File: config.mk
export PLATFORM = sky130hd
export DESIGN_NAME = core_wake_ctrl
export DESIGN_NICKNAME = d
export VERILOG_FILES = /design/src/rtl/wake_ctrl_pkg.sv /design/src/rtl/wake_ctrl_regs.sv /design/src/rtl/wake_ctrl_timer.sv /design/src/rtl/wake_ctrl_fsm.sv /design/src/rtl/wake_ctrl_status.sv /design/src/rtl/core_wake_ctrl.sv
export SDC_FILE = /design/constraint.sdc
export NUM_CORES = 1
export LEC_CHECK = 0
export ABC_CLOCK_PERIOD_IN_PS = 1500
export BUFFER_PORTS_ARGS = -buffer_cell sky130_fd_sc_hd__buf_2
export CORE_MARGIN = 2
export CORE_UTILIZATION = 33
export DETAILED_ROUTE_END_ITERATION = 10
export HOLD_SLACK_MARGIN = 0.02
export PLACE_DENSITY_LB_ADDON = 0.1
export SETUP_SLACK_MARGIN = 0.2
export SLEW_MARGIN = 20
export SYNTH_ARGS = -nofsm -noshare
export SYNTH_HDL_FRONTEND = slang
export SYNTH_HIERARCHICAL = 1
export SYNTH_SLANG_ARGS = --single-unit
File: constraint.sdc
create_clock -name clk -period 1.5 [get_ports clk]
set_clock_uncertainty 0.15 [all_clocks]
set_input_delay 0.15 -clock clk [delete_from_list [all_inputs] [get_ports clk]]
set_output_delay 0.15 -clock clk [all_outputs]
set_load 0.05 [all_outputs]
File: src/rtl/wake_ctrl_pkg.sv
package wake_ctrl_pkg;

  typedef enum logic [1:0] {
    ST_ASLEEP = 2'd0,
    ST_WAKING = 2'd1,
    ST_AWAKE  = 2'd2,
    ST_DOZING = 2'd3
  } wake_state_e;

  // Control-word bit positions decoded by host software.
  localparam int BIT_READY = 0;
  localparam int BIT_INIT  = 2;
  localparam int BIT_REQ   = 3;
  localparam int BIT_GTS   = 4;
  localparam int PS_LSB    = 24;
  localparam int PS_W      = 3;
  // Reset-word command bit.
  localparam int BIT_SRST  = 7;

  localparam logic [PS_W-1:0] PS_NONE  = 3'b000;
  localparam logic [PS_W-1:0] PS_CORE  = 3'b001;
  localparam logic [PS_W-1:0] PS_RADIO = 3'b010;

  // Power-save type as seen by the host.
  function automatic logic [PS_W-1:0] ps_code(input logic ready, input logic radio_off);
    if (!ready)         return PS_CORE;
    else if (radio_off) return PS_RADIO;
    else                return PS_NONE;
  endfunction

  // Timer preload so that a phase lasts exactly 'cycles' edges.
  function automatic int unsigned phase_preload(input int unsigned cycles);
    return (cycles == 0) ? 0 : cycles - 1;
  endfunction

  function automatic int unsigned max2(input int unsigned a, input int unsigned b);
    return (a > b) ? a : b;
  endfunction

endpackage

File: src/rtl/wake_ctrl_regs.sv
module wake_ctrl_regs
  import wake_ctrl_pkg::*;
#(
  parameter int DATA_W = 32
) (
  input  logic              clk,
  input  logic              rst_n,
  input  logic              wr_en,
  input  logic              wr_sel,
  input  logic [DATA_W-1:0] wr_data,
  output logic              init_done,
  output logic              acc_req,
  output logic              soft_rst
);

  logic ctrl_wr;
  logic rst_wr;

  assign ctrl_wr  = wr_en && !wr_sel;
  assign rst_wr   = wr_en &&  wr_sel;
  assign soft_rst = rst_wr && wr_data[BIT_SRST];

  always_ff @(posedge clk or negedge rst_n) begin
    if (!rst_n) begin
      init_done <= 1'b0;
      acc_req   <= 1'b0;
    end else if (soft_rst) begin
      init_done <= 1'b0;
      acc_req   <= 1'b0;
    end else if (ctrl_wr) begin
      init_done <= wr_data[BIT_INIT];
      acc_req   <= wr_data[BIT_REQ];
    end
  end

  logic unused_wr_bits;
  assign unused_wr_bits = ^wr_data;

endmodule

File: src/rtl/wake_ctrl_timer.sv
module wake_ctrl_timer #(
  parameter int CNT_W = 3
) (
  input  logic             clk,
  input  logic             rst_n,
  input  logic             load,
  input  logic [CNT_W-1:0] load_val,
  output logic             expired
);

  logic [CNT_W-1:0] cnt;

  always_ff @(posedge clk or negedge rst_n) begin
    if (!rst_n)              cnt <= '0;
    else if (load)           cnt <= load_val;
    else if (cnt != '0)      cnt <= cnt - 1'b1;
  end

  assign expired = (cnt == '0);

endmodule

File: src/rtl/wake_ctrl_fsm.sv
module wake_ctrl_fsm
  import wake_ctrl_pkg::*;
#(
  parameter int WAKE_CYC  = 4,
  parameter int SLEEP_CYC = 3
) (
  input  logic        clk,
  input  logic        rst_n,
  input  logic        soft_rst,
  input  logic        init_done,
  input  logic        acc_req,
  input  logic        sleep_hint,
  output wake_state_e state,
  output logic        wake_start,
  output logic        sleep_start,
  output logic        sleep_abort
);

  localparam int unsigned CNT_MAX = max2(WAKE_CYC, SLEEP_CYC);
  localparam int CNT_W = (CNT_MAX < 2) ? 1 : $clog2(CNT_MAX);
  localparam logic [CNT_W-1:0] WAKE_LD  = CNT_W'(phase_preload(WAKE_CYC));
  localparam logic [CNT_W-1:0] SLEEP_LD = CNT_W'(phase_preload(SLEEP_CYC));

  wake_state_e      state_nxt;
  logic             tmr_load;
  logic [CNT_W-1:0] tmr_val;
  logic             tmr_expired;

  wake_ctrl_timer #(.CNT_W(CNT_W)) u_timer (
    .clk      (clk),
    .rst_n    (rst_n),
    .load     (tmr_load),
    .load_val (tmr_val),
    .expired  (tmr_expired)
  );

  assign wake_start  = (state == ST_ASLEEP) && !soft_rst && init_done && acc_req;
  assign sleep_start = (state == ST_AWAKE)  && !soft_rst && init_done && !acc_req && sleep_hint;
  assign sleep_abort = (state == ST_DOZING) && !soft_rst && init_done && acc_req;

  always_comb begin
    state_nxt = state;
    tmr_load  = 1'b0;
    tmr_val   = WAKE_LD;
    if (soft_rst || !init_done) begin
      state_nxt = ST_ASLEEP;
    end else begin
      unique case (state)
        ST_ASLEEP: if (wake_start) begin
          state_nxt = ST_WAKING;
          tmr_load  = 1'b1;
          tmr_val   = WAKE_LD;
        end
        ST_WAKING: begin
          if (!acc_req)         state_nxt = ST_ASLEEP;
          else if (tmr_expired) state_nxt = ST_AWAKE;
        end
        ST_AWAKE: if (sleep_start) begin
          state_nxt = ST_DOZING;
          tmr_load  = 1'b1;
          tmr_val   = SLEEP_LD;
        end
        ST_DOZING: begin
          if (sleep_abort)      state_nxt = ST_AWAKE;
          else if (tmr_expired) state_nxt = ST_ASLEEP;
        end
        default: state_nxt = ST_ASLEEP;
      endcase
    end
  end

  always_ff @(posedge clk or negedge rst_n) begin
    if (!rst_n) state <= ST_ASLEEP;
    else        state <= state_nxt;
  end

endmodule

File: src/rtl/wake_ctrl_status.sv
module wake_ctrl_status
  import wake_ctrl_pkg::*;
#(
  parameter int DATA_W = 32
) (
  input  wake_state_e       state,
  input  logic              init_done,
  input  logic              acc_req,
  input  logic              radio_idle,
  output logic              ready,
  output logic              gts,
  output logic              grant,
  output logic [PS_W-1:0]   ps_type,
  output logic [DATA_W-1:0] word
);

  assign ready   = (state == ST_AWAKE) || (state == ST_DOZING);
  assign gts     = (state == ST_DOZING);
  assign grant   = ready && !gts && acc_req;
  assign ps_type = ps_code(ready, radio_idle);

  always_comb begin
    word                        = '0;
    word[BIT_READY]             = ready;
    word[BIT_INIT]              = init_done;
    word[BIT_REQ]               = acc_req;
    word[BIT_GTS]               = gts;
    word[PS_LSB +: PS_W]        = ps_type;
  end

endmodule

File: src/rtl/core_wake_ctrl.sv
module core_wake_ctrl
  import wake_ctrl_pkg::*;
#(
  parameter int DATA_W    = 32,
  parameter int WAKE_CYC  = 4,
  parameter int SLEEP_CYC = 3
) (
  input  logic              clk,
  input  logic              rst_n,
  input  logic              wr_en,
  input  logic              wr_sel,
  input  logic [DATA_W-1:0] wr_data,
  input  logic              sleep_hint,
  input  logic              radio_idle,
  output logic [DATA_W-1:0] rd_data,
  output logic              clk_ready,
  output logic              going_to_sleep,
  output logic              access_grant
);

  wake_state_e     state;
  logic            init_done;
  logic            acc_req;
  logic            soft_rst;
  logic            wake_start;
  logic            sleep_start;
  logic            sleep_abort;
  logic [PS_W-1:0] ps_type;

  wake_ctrl_regs #(.DATA_W(DATA_W)) u_regs (
    .clk       (clk),
    .rst_n     (rst_n),
    .wr_en     (wr_en),
    .wr_sel    (wr_sel),
    .wr_data   (wr_data),
    .init_done (init_done),
    .acc_req   (acc_req),
    .soft_rst  (soft_rst)
  );

  wake_ctrl_fsm #(.WAKE_CYC(WAKE_CYC), .SLEEP_CYC(SLEEP_CYC)) u_fsm (
    .clk         (clk),
    .rst_n       (rst_n),
    .soft_rst    (soft_rst),
    .init_done   (init_done),
    .acc_req     (acc_req),
    .sleep_hint  (sleep_hint),
    .state       (state),
    .wake_start  (wake_start),
    .sleep_start (sleep_start),
    .sleep_abort (sleep_abort)
  );

  wake_ctrl_status #(.DATA_W(DATA_W)) u_status (
    .state      (state),
    .init_done  (init_done),
    .acc_req    (acc_req),
    .radio_idle (radio_idle),
    .ready      (clk_ready),
    .gts        (going_to_sleep),
    .grant      (access_grant),
    .ps_type    (ps_type),
    .word       (rd_data)
  );

endmodule

==> reports/metrics.csv <==
metric,value,unit
Min-Delay Path Class,in -> reg,
H-tree levels,1,
final hold violations,0,
kind of critical path,reg -> out,
Sink Count,6,
Pwr per Cell Area,983,nW/µm²
largest net degree at the start of global routing,7,
"Slew Viols, Final",0,
RSZ-0062 raised after global routing,yes,
routed vias/inst,3.75,
drt drc,0,
Setup Total Neg Slack,0,ns
Post-DP HPWL,718,µm
wire per inst,7.85,µm
post-synthesis cell count,73,
worst skew pair latency,0.24,ns
initial drt markers,3,
Pwr Total,0.752,mW
number of global-route vias before repair,328,
die footprint,2250,µm²
CTS Buffer Depth,2,
GRT Overall Usage,9.32,%
initial core utilization,35.6,%
first-pass iteration count of the detailed router,3,
GRT overflow,0,
post-route ant nets,0,
CTS Buf Count,3,
Die Ht,47.4,µm
most frequent cells in the layout,"conb_1, buf_2, buf_6, dfrtp_1",
initial antenna violation count,0,
Syn. warnings,6,
Leak,0.395,nW
Final nets,133,
Root Driver,clkbuf_4,
CTS tree,done,
synthesized cell area,622,µm²
core area,1750,µm²
f_max,724,MHz
maximum VDD drop,366,µV
Vias,439,
Die Wd,47.4,µm
Ports,73,
Syn-to-layout area delta,22.9,%
Max Fanout on Critical Path,5,
first-pass GRT wire length,1370,µm
clock-pin slew reported for the worst setup and hold paths after clock tree synthesis,0.04,ns
outcome,"finished, final reports clean",
Core Rows,15,
max-cap violation count,0,
WP data required,1.20,ns
Final Wtd Congestion,0.615,
"commonest non-fill, non-tap cell in the layout",conb_1,
post-synthesis average cell area,8.52,µm²
I/O Buffers,17,
Fillers,187,
Final min period,1.38,ns
startpoint class of the critical path,flip-flop,
CP Capture Type,output pin,
Setup-failing EPs final,0,
share of cells above drive strength 1,40.2,%
Routed WL,918,µm
n_diodes,0,
"Arr. time, crit path",1.08,ns
crit share post-route,92.1,%
[repair_timing]
item / in CTS / in global routing
setup buffers: 3 / 0
pin swaps: 0 / 1
resized for setup: 17 / 13
setup endpoints to repair: 11 / 12
hold buffers: 3 / 0
hold endpoints to repair: 8 / 0
[sequential cells by signal (all words and copies together) (netlist names)]
signal and flops:
u_fsm/u_timer/cnt 2, u_regs/init_done 1, u_regs/acc_req 1, u_fsm/state 2
[per-stage QoR]
stage	cells	hold WS (ns)	worst slack (ns)	util [%]	instance area [µm²]
2_1_floorplan	98	-0.296	0.197	-	723
3_3_place_gp	108	-0.170	0.0458	34.6	604
3_5_place_dp	108	-0.172	0.0469	34.6	604
4_1_cts	117	0.0689	0.119	41.8	729
5_1_grt	117	0.0857	0.0618	43.8	764
6_report	117	0.0747	0.118	43.8	764
[power by group]
part	switching (mW)	internal, mW
combinational	0.266	0.117
sequential	0.0216	0.201
clock	0.0565	0.0904
[cell type report]
class                      instances  area [µm²]  area share, %
multi-input combinational         54         320           41.9
timing repair buffer              25         221           29.0
sequential                         6         151           19.8
tap                               25        31.3           4.09
clock buffer                       3        22.5           2.95
inverter                           4        17.5           2.29
[worst paths after layout]
path | startpoint | end | slack (ns) | cells after the start
setup / recovery | u_fsm/state[1] | rd_data[25] | 0.12 | 3
setup reg to reg | u_regs/acc_req | u_fsm/u_timer/cnt[0] | 0.14 | 4
hold reg to reg | u_regs/init_done | u_regs/init_done | 0.40 | 1
min in group asynchronous | rst_n | u_fsm/u_timer/cnt[1] | 0.11 | 2
hold / removal | wr_en | u_regs/init_done | 0.07 | 3
max in group asynchronous | rst_n | u_fsm/state[0] | 0.94 | 2
[per-layer routing]
layer | routed length (µm) | part of all wire [%] | up-vias | track usage [%]
li1 | - | - | 216 | -
met1 | 367 | 40 | 196 | 12.0
met2 | 453 | 49 | 25 | 12.7
met5 | 0 | 0 | - | 0
met4 | 4 | 0.44 | 0 | 8.33
met3 | 93 | 10 | 2 | 2.26
[worst max-delay path, stage by stage, from the launching register on]
cell and delay (ns):
dfrtp_1 0.41, buf_6 0.15, and2_4 0.13, buf_8 0.14
No activity file was read; power rests on OpenSTA's default activity.
